**src/rtl/wdgPkg.sv**
```systemverilog
package wdgPkg;

  localparam logic [7:0] OFF_CTRL    = 8'h90;
  localparam logic [7:0] OFF_PRELOAD = 8'h94;
  localparam logic [7:0] OFF_STATUS  = 8'h98;
  localparam logic [7:0] OFF_KEY     = 8'h9C;
  localparam logic [7:0] OFF_COUNT   = 8'hA0;
  localparam logic [7:0] OFF_REACT   = 8'hA4;
  localparam logic [7:0] OFF_WINDOW  = 8'hA8;

  localparam logic [31:0] ARM_WORD    = 32'hA98559DA;
  localparam logic [31:0] KEY_FIRST   = 32'h0000E51A;
  localparam logic [31:0] KEY_SECOND  = 32'h0000A35C;
  localparam logic [31:0] NMI_CODE    = 32'h0000000A;
  localparam logic [31:0] WIN_HALF    = 32'h00000050;
  localparam logic [31:0] WIN_QUARTER = 32'h00000500;

  typedef enum logic [1:0] {
    WSEL_FULL    = 2'd0,
    WSEL_HALF    = 2'd1,
    WSEL_QUARTER = 2'd2
  } winSel_t;

  typedef enum logic {
    KEY_IDLE  = 1'b0,
    KEY_WAIT2 = 1'b1
  } keyState_t;

  typedef struct packed {
    logic load;
    logic run;
  } dpStrobe_t;

endpackage

```
**src/rtl/wdgDatapath.sv**
```systemverilog
module wdgDatapath
  import wdgPkg::*;
#(
  parameter int PRELOAD_W     = 12,
  parameter int PRELOAD_SHIFT = 13,
  localparam int CNT_W        = PRELOAD_W + PRELOAD_SHIFT
) (
  input  logic                 clk,
  input  logic                 rstN,
  input  dpStrobe_t            strobe,
  input  logic [PRELOAD_W-1:0] preload,
  input  winSel_t              winSel,
  output logic [CNT_W-1:0]     count,
  output logic                 atZero,
  output logic                 windowOpen
);

  logic [CNT_W-1:0] startVal;
  logic [CNT_W-1:0] halfMark;
  logic [CNT_W-1:0] quarterMark;

  assign startVal    = {preload, {PRELOAD_SHIFT{1'b0}}};
  assign halfMark    = startVal >> 1;
  assign quarterMark = startVal >> 2;
  assign atZero      = (count == '0);

  always_ff @(posedge clk) begin
    if (!rstN) begin
      count <= '0;
    end else if (strobe.load) begin
      count <= startVal;
    end else if (strobe.run) begin
      count <= count - 1'b1;
    end
  end

  always_comb begin
    case (winSel)
      WSEL_HALF:    windowOpen = (count < halfMark);
      WSEL_QUARTER: windowOpen = (count < quarterMark);
      default:      windowOpen = 1'b1;
    endcase
  end

  p_reload_value_r4: assert property (@(posedge clk) disable iff (!rstN)
    strobe.load |=> count == $past(startVal));

  p_count_down_r4: assert property (@(posedge clk) disable iff (!rstN)
    (strobe.run && !strobe.load) |=> count == CNT_W'($past(count) - 1'b1));

endmodule

```
**src/rtl/wdgCtrl.sv**
```systemverilog
module wdgCtrl
  import wdgPkg::*;
#(
  parameter int PRELOAD_W     = 12,
  parameter int PRELOAD_SHIFT = 13,
  localparam int CNT_W        = PRELOAD_W + PRELOAD_SHIFT
) (
  input  logic                 clk,
  input  logic                 rstN,
  input  logic                 busSel,
  input  logic                 busWr,
  input  logic [7:0]           busAddr,
  input  logic [31:0]          busWdata,
  output logic [31:0]          busRdata,
  input  logic [CNT_W-1:0]     count,
  input  logic                 atZero,
  input  logic                 windowOpen,
  output dpStrobe_t            strobe,
  output logic [PRELOAD_W-1:0] preload,
  output winSel_t              winSel,
  output logic                 rstReq,
  output logic                 nmiReq
);

  logic             armed;
  logic [31:0]      reactReg;
  logic [31:0]      winReg;
  logic [2:0]       status;
  logic [2:0]       statusNext;
  keyState_t        keyState;
  keyState_t        keyNext;

  logic wrCtrl, wrPre, wrStat, wrKey, wrReact, wrWin;
  logic armEvt, keyWr, svcAttempt, svcOk, violEvt, expEvt, badKeyEvt;
  logic nmiMode;
  logic [2:0] clearMask;

  always_comb begin
    wrCtrl  = busSel && busWr && (busAddr == OFF_CTRL);
    wrPre   = busSel && busWr && (busAddr == OFF_PRELOAD);
    wrStat  = busSel && busWr && (busAddr == OFF_STATUS);
    wrKey   = busSel && busWr && (busAddr == OFF_KEY);
    wrReact = busSel && busWr && (busAddr == OFF_REACT);
    wrWin   = busSel && busWr && (busAddr == OFF_WINDOW);
  end

  assign armEvt  = wrCtrl && (busWdata == ARM_WORD) && !armed;
  assign nmiMode = (reactReg == NMI_CODE);

  always_ff @(posedge clk) begin
    if (!rstN) begin
      armed    <= 1'b0;
      preload  <= '0;
      reactReg <= '0;
      winReg   <= '0;
    end else begin
      if (armEvt) armed <= 1'b1;
      if (!armed) begin
        if (wrPre)   preload  <= busWdata[PRELOAD_W-1:0];
        if (wrReact) reactReg <= busWdata;
        if (wrWin)   winReg   <= busWdata;
      end
    end
  end

  always_comb begin
    if (winReg == WIN_HALF)         winSel = WSEL_HALF;
    else if (winReg == WIN_QUARTER) winSel = WSEL_QUARTER;
    else                            winSel = WSEL_FULL;
  end

  // Key sequence tracker
  assign keyWr      = wrKey && armed;
  assign svcAttempt = keyWr && (keyState == KEY_WAIT2) && (busWdata == KEY_SECOND);
  assign badKeyEvt  = keyWr && (keyState == KEY_WAIT2) &&
                      (busWdata != KEY_SECOND) && (busWdata != KEY_FIRST);
  assign svcOk      = svcAttempt && windowOpen;
  assign violEvt    = svcAttempt && !windowOpen;
  assign expEvt     = armed && atZero;

  always_comb begin
    keyNext = keyState;
    if (keyWr) begin
      if (busWdata == KEY_FIRST) keyNext = KEY_WAIT2;
      else                       keyNext = KEY_IDLE;
    end
  end

  always_ff @(posedge clk) begin
    if (!rstN) keyState <= KEY_IDLE;
    else       keyState <= keyNext;
  end

  always_comb begin
    strobe.load = armEvt || svcOk || expEvt;
    strobe.run  = armed;
  end

  // Sticky status with write-one-to-clear
  assign clearMask  = wrStat ? busWdata[2:0] : 3'b000;
  assign statusNext = (status & ~clearMask) | {badKeyEvt, expEvt, violEvt};

  always_ff @(posedge clk) begin
    if (!rstN) begin
      status <= '0;
      rstReq <= 1'b0;
    end else begin
      status <= statusNext;
      if ((violEvt || expEvt) && !nmiMode) rstReq <= 1'b1;
    end
  end

  assign nmiReq = nmiMode && (status[0] || status[1]);

  always_comb begin
    case (busAddr)
      OFF_CTRL:    busRdata = armed ? ARM_WORD : 32'h0;
      OFF_PRELOAD: busRdata = 32'(preload);
      OFF_STATUS:  busRdata = 32'(status);
      OFF_COUNT:   busRdata = 32'(count);
      OFF_REACT:   busRdata = reactReg;
      OFF_WINDOW:  busRdata = winReg;
      default:     busRdata = 32'h0;
    endcase
  end

  p_stays_armed_r2: assert property (@(posedge clk) disable iff (!rstN)
    armed |=> armed);

  p_config_locked_r3: assert property (@(posedge clk) disable iff (!rstN)
    armed |=> ($stable(preload) && $stable(reactReg) && $stable(winReg)));

  p_viol_flag_r8: assert property (@(posedge clk) disable iff (!rstN)
    violEvt |=> status[0]);

  p_expiry_flag_r9: assert property (@(posedge clk) disable iff (!rstN)
    expEvt |=> status[1]);

  p_rst_sticky_r11: assert property (@(posedge clk) disable iff (!rstN)
    rstReq |=> rstReq);

  p_nmi_excl_r11: assert property (@(posedge clk) disable iff (!rstN)
    !(nmiReq && rstReq && nmiMode && $rose(rstReq)));

endmodule

```
**src/rtl/wdgTop.sv**
```systemverilog
module wdgTop
  import wdgPkg::*;
#(
  parameter int PRELOAD_W     = 12,
  parameter int PRELOAD_SHIFT = 13
) (
  input  logic        clk,
  input  logic        rstN,
  input  logic        busSel,
  input  logic        busWr,
  input  logic [7:0]  busAddr,
  input  logic [31:0] busWdata,
  output logic [31:0] busRdata,
  output logic        rstReq,
  output logic        nmiReq
);

  localparam int CNT_W = PRELOAD_W + PRELOAD_SHIFT;

  dpStrobe_t            strobe;
  logic [PRELOAD_W-1:0] preload;
  winSel_t              winSel;
  logic [CNT_W-1:0]     count;
  logic                 atZero;
  logic                 windowOpen;

  wdgCtrl #(
    .PRELOAD_W    (PRELOAD_W),
    .PRELOAD_SHIFT(PRELOAD_SHIFT)
  ) uCtrl (
    .clk       (clk),
    .rstN      (rstN),
    .busSel    (busSel),
    .busWr     (busWr),
    .busAddr   (busAddr),
    .busWdata  (busWdata),
    .busRdata  (busRdata),
    .count     (count),
    .atZero    (atZero),
    .windowOpen(windowOpen),
    .strobe    (strobe),
    .preload   (preload),
    .winSel    (winSel),
    .rstReq    (rstReq),
    .nmiReq    (nmiReq)
  );

  wdgDatapath #(
    .PRELOAD_W    (PRELOAD_W),
    .PRELOAD_SHIFT(PRELOAD_SHIFT)
  ) uDp (
    .clk       (clk),
    .rstN      (rstN),
    .strobe    (strobe),
    .preload   (preload),
    .winSel    (winSel),
    .count     (count),
    .atZero    (atZero),
    .windowOpen(windowOpen)
  );

endmodule

```
**config.mk**
```make
export PLATFORM = sky130hd
export DESIGN_NAME = wdgTop
export DESIGN_NICKNAME = d
export VERILOG_FILES = /design/src/rtl/wdgPkg.sv /design/src/rtl/wdgDatapath.sv /design/src/rtl/wdgCtrl.sv /design/src/rtl/wdgTop.sv
export SDC_FILE = /design/constraint.sdc
export NUM_CORES = 1
export LEC_CHECK = 0
export CORE_ASPECT_RATIO = 1.4
export CORE_MARGIN = 4
export CORE_UTILIZATION = 25
export DETAILED_ROUTE_END_ITERATION = 6
export PLACE_DENSITY = 0.41
export SYNTH_ARGS = -nofsm -noshare
export SYNTH_HDL_FRONTEND = slang
export SYNTH_SLANG_ARGS = --single-unit
```
**constraint.sdc**
```tcl
create_clock -name clk -period 2.4 [get_ports clk]
set_input_delay 0.48 -clock clk [delete_from_list [all_inputs] [get_ports clk]]
set_output_delay 0.48 -clock clk [all_outputs]
set_load 0.005 [all_outputs]
```
* Yosys cells after proc, flatten, opt, wreduce, memory -nomap -nowiden *
Index checks and enable logic that the tools add are counted.

storage, ports and cells
  flip-flop bits (word level) = 107
  input port bits = 44
  logic and storage cells = 75
  output and inout port bits = 34

cells by class
  bitwise logic cells = 5
  $lt $le $gt $ge = 2
  multiplexer cells = 9
  add/subtract/negate cells = 1
  equal/unequal tests = 17
  reductions and logical operators = 32

operators by type and width
  cell                                                    count
  one-hot mux 32 bit (6 select lines)                     1
  equality test 32 x 16 -> 1 bit (second input constant)  2
  != test 32 x 16 -> 1 bit (second input constant)        2
  equality test 8 bit (second input constant)             7
  two-way mux 25 bit                                      2
  equality test 32 x 11 -> 1 bit (second input constant)  1
  equality test 32 bit (second input constant)            1
  equality test 32 x 4 -> 1 bit (second input constant)   1
  equality test 32 x 7 -> 1 bit (second input constant)   1
  two-way mux 32 bit                                      1
  logical NOT 25 bit                                      1
  less-than comparator 25 x 23 -> 1 bit                   1
  less-than comparator 25 x 24 -> 1 bit                   1
  subtractor 25 x 1 -> 25 bit (second input constant)     1
  logical AND 1 bit                                       19
  AND reduction 2 bit                                     3
  logical OR 1 bit                                        4
  two-way mux 2 bit                                       2
  AND 3 bit                                               1
  logical NOT 1 bit                                       3
  two-way mux 3 bit                                       1
  NOT 3 bit                                               1
  bitwise OR 3 bit                                        1
  equality test 2 x 1 -> 1 bit (second input constant)    1
  6 further kinds                                         7

* Logic depth before layout (Yosys ltp) *
  depth after elaboration = 9
  gate-level depth with buffers = 10
  gate-level depth less buffers = 9

* Cells and area by module *
Synthesis repeated with hierarchy kept, for this count alone.

unflattened totals
  cells, all modules = 745
  area total of the unflattened synthesis = 5755.5 sq um

by module, submodules not included
  module       cells an instance  area an instance (sq um)  instances  seq. area each (sq um)
  wdgCtrl      524                3978.8                    1          1641.6
  wdgDatapath  221                1776.7                    1          500.5

* Least setup slack after synthesis *
Ideal clock, no wire load.

  path kind = input port to flip-flop
  start = input port busAddr[1]
  end = register uDp.count[18]
  stages on the path = 8
  setup time = 132 ps
  path buffers = 1
  data arrival time = 2418 ps
  setup slack = -151 ps
  required time = 2268 ps
  cell sequence = or3b_1 -> or4_4 -> nor4_4 -> or2_2 -> o221ai_2 -> buf_4 -> a32oi_1 -> a21oi_1

on the way
  cells in the longest elaborated chain, start to end = 9
  elaborated cells between the ends (all ways) = 14
  classes of those cells = 2 x eq/ne; 1 x mux; 11 x reduce/logical

RTL lines
  item                                                             line               text
  from (decl)                                                      wdgTop.sv:11       input logic [7:0] busAddr,
  equality test 8 bit                                              wdgCtrl.sv:42      wrKey = busSel && busWr && (busAddr == OFF_KEY);
  logical AND 1 bit                                                wdgCtrl.sv:42
  logical AND 1 bit                                                wdgCtrl.sv:73      assign keyWr = wrKey && armed;
  logical AND 1 bit (2 in series)                                  wdgCtrl.sv:74      assign svcAttempt = keyWr && (keyState == KEY_WAIT2) && (busWdata == KEY_SECOND);
  logical AND 1 bit                                                wdgCtrl.sv:77      assign svcOk = svcAttempt && windowOpen;
  logical OR 1 bit (*) (2 in series)                               wdgCtrl.sv:95      strobe.load = armEvt || svcOk || expEvt;
  two-way mux 25 bit / nonzero test 2 bit (equally long branches)  --
  to (signal assigned)                                             wdgDatapath.sv:31  count <= startVal;
  to (signal assigned)                                             wdgDatapath.sv:33  count <= count - 1'b1;
  to (decl)                                                        wdgDatapath.sv:13  output logic [CNT_W-1:0] count,

Mark *: on every way between the ends. The rest lies on a longest branch, timed or not.
A chain may end at the register's enable or synchronous reset.

* Worst setup path in the final report *
  start = input port busAddr[0]
  end = output port busRdata[28]

on the way
  cells in the longest elaborated chain, start to end = 2
  elaborated cells between the ends (all ways) = 7
  classes of those cells = 6 x eq/ne; 1 x mux

RTL lines
  item                                     line            text
  equality test 8 bit                      wdgCtrl.sv:116  case (busAddr)
  one-hot mux 32 bit (6 select lines) (*)  wdgCtrl.sv:116
  to (decl)                                wdgTop.sv:13    output logic [31:0] busRdata,

Marked as above.

==> reports/metrics.yaml <==
clock_tree:
  root_buffer: "clkbuf_16"
  cts_made_buffers: 9
  clkSinkCount: 107
  path_clk_slew_ps: 70
  cts_hold_buf: 0
  htree_levels: 3
  cts.path.max_buffers: 2
  cts_tree: "yes"
  clock_latency_ps: 360
detailed_routing:
  drt.antenna.violating_nets: 0
  routed_wirelength_mm: 27.49
  dr_total_vias: 6853
  initialDrtViolationCount: 398
  firstDrtPassIters: 6
  routedWlPerCell_um: 20.48
  vias_per_cell: 5.107
  drc_errors: 0
die:
  fp.dieW_um: 136.2
  coreArea_sq_um: 22610
  num_rows: 65
  ios: 78
  die_h_um: 187.5
  die_area_sq_um: 25540
  start_util_pct: 25.45
global_route:
  first_global_vias: 7179
  grt_max_degree: 52
  grt_pass1_wl_mm: 41.37
  grtUsageMet2_pct: 38.84
  grt_usage_pct: 21.20
  gr-total-overflow: 0
  antenna_found_initial: 0
  met3_usage_pct: 2.872
  grt.busiest_layer: "met2"
  use_met1_pct: 24.17
synthesis:
  ys_seq_elements: 107
  synth_edf_count: 0
  synth_top_flop_cell: "dfxtp_1"
  synth_common_cells: "nand2_1 (171), dfxtp_1 (107), a21oi_1 (77), nor2_1 (53), clkbuf_1 (37)"
  syn_nets: 812
  async_flop_share_pct: 0
  syn_area_per_cell_sq_um: 7.722
  yosysTopAreaCell: "dfxtp_1"
  syn_area_sq_um: 5753
  yosys.cell_types.count: 62
  synth.top_cell.area_share_pct: 37.23
  synth_seq_area_share_pct: 37.23
  synth.most_common_cell: "nand2_1"
  synth_cells: 745
  yosys_warnings: 0
  synth_area_leaders: "dfxtp_1 (37%), nand2_1 (11%), a21oi_1 (6.7%)"
sta:
  max_freq_ghz: 0.3794
  finClkSkew_ps: 4.934
  slew_viol_final: 0
  rsz0062_at_grt: "true"
  finalSetupViolations: 32
  worst_slew_pin_slew_ps: 586.7
  relSlewSlack_pct: 60.89
  fin_crit_sh_pct: 109.8
  finalCriticalPeriod_ps: 2636
  setup_ws_ps: -235.9
  hold-worst-slack_ps: 454.0
  final_hold_viol_count: 0
setup_path:
  crit_path_end_kind: "output pin"
  reg2reg_depth: 12
  crit_family: "buffers and inverters"
  startpoint_type: "input pin"
  crit_top_cell: "buf_6"
  worst-path-max-fanout: 5
  cp_cell_sequence: "buf_8, or3b_4, nor3_4, buf_6, buf_8, buf_8, buf_6, buf_6, buf_6, a22o_1, buf_2"
  crit_slowest_cell: "or3b_4"
  regToRegStartpoint: "uCtrl.preload[10]"
  slowest_delay_ps: 410
  critical_path_buf_inv_count: 8
  worstPathArrival_ps: 2160
  path_depth: 11
  critPathKind: "input pin to output pin"
  reg2reg_setup_slack_ps: -80
  r2r_end: "uDp.count[1]"
  crit_required_ps: 1920
placement:
  routabilityCongestion: 0.8921
  place_area_sq_um: 8411
  place_hpwl_mm: 20.24
  portBuffers: 77
finish:
  diodes: 0
  syn_to_final_growth_pct: 69.94
  final_cell_area_sq_um: 9777
  final_net_count: 1103
  n_fill_cell: 2351
  drive_gt1_share_pct: 39.87
power:
  p_leak_nw: 4.178
  ir_worst_vdd_mv: 0.2739
  power_density_nw_per_um2: 362.5
min_path:
  min-delay-start: "busWdata[26]"
  holdPathEnd: "uCtrl.winReg[26]"
  holdPathStages: 3
  holdCritPathClass: "input pin to register"
outcome:
  status: "complete, but fails checks"
  violations: "setup timing"
flow_run:
  maxCapViolations: 0
## power by group
group	total (W)	switching [W]	internal (W)	leakage, nW
Sequential	0.00177	0.000000743	0.00177	0.869
Clock	0.00149	0.000746	0.000744	0.139
Combinational	0.000281	0.000138	0.000143	3.17
## worst max path at each step
stage	from	endpoint	slack [ps]
global route	busAddr[0]	busRdata[28]	-280
detailed placement	busAddr[6]	busRdata[11]	-770
global placement	busAddr[2]	busRdata[10]	-790
CTS	busAddr[1]	busRdata[10]	-280
finish	busAddr[0]	busRdata[28]	-240
floorplan	busAddr[1]	uDp.count[18]	30
## timing repair
action / CTS / global route
endpoints found under the setup margin: 62 / 55
pin swaps: 55 / 74
setup buffers: 35 / 19
gates cloned: 6 / 1
gates resized for setup: 275 / 106
## cells by family after synthesis
group | after synthesis | synth area share, %
AOI/OAI and AO/OA | 166 | 18.97
xor gates and xnor gates | 18 | 2.740
adders and majority gates | 23 | 5.002
buffers and inverters | 68 | 4.654
DFF | 107 | 37.23
muxes | 13 | 2.262
and+or+nand+nor | 350 | 29.14
## stage by stage
step	util, %	power (W)	std cells	setup TNS [ps]	setup WS, ps
2_1_floorplan	-	0.001863	745	0	32.79
3_3_place_gp	37.20	0.002062	1279	-44900	-791.8
3_5_place_dp	37.20	0.002063	1279	-43910	-766.8
4_1_cts	41.21	0.003545	1334	-2375	-281.2
5_1_grt	43.24	0.003646	1342	-4829	-280.1
6_report	43.24	0.003544	1342	-2185	-235.9
## state kept, by name, indices dropped and copies added (netlist names)
name            cells
uCtrl.rstReq        1
uCtrl.keyState      1
uCtrl.reactReg     32
uCtrl.status        3
uCtrl.winReg       32
uDp.count          25
uCtrl.armed         1
uCtrl.preload      12
## worst min-delay path: cells and delay by family
family                 cells  cell delay, ps
AO/OA/AOI/OAI              1              50
buffers and inverters      1             160
AND/OR/NAND/NOR            1              70
## layer usage
| layer | vias up | part of all wire, % |
|---|---|---|
| li1 | 3283 | - |
| met1 | 3336 | 39 |
| met2 | 173 | 54 |
| met3 | 61 | 3.3 |
| met4 | 0 | 4.2 |
| met5 | - | 0 |
## layout make-up
cell class / instances / area (sq um) / share of cell area, %
tap: 301 / 376.6 / 3.852
sequential: 107 / 2163 / 22.13
timing repair buffer: 321 / 2824 / 28.88
multi-input combinational: 571 / 4024 / 41.16
clock buffer: 10 / 239.0 / 2.444
clock inverter: 6 / 47.55 / 0.4863
inverter: 26 / 102.6 / 1.049
## cells in the final DEF, fill, tap and decap left out, types with 16 or more instances in the layout
master and instances:
a21oi_1 75, buf_2 32, buf_4 190, buf_6 37
dfxtp_1 94, ha_1 16, inv_1 17, nand2_1 170
nand3_1 24, nor2_1 36, nor4_1 16
(Power assumes the default switching activity.)
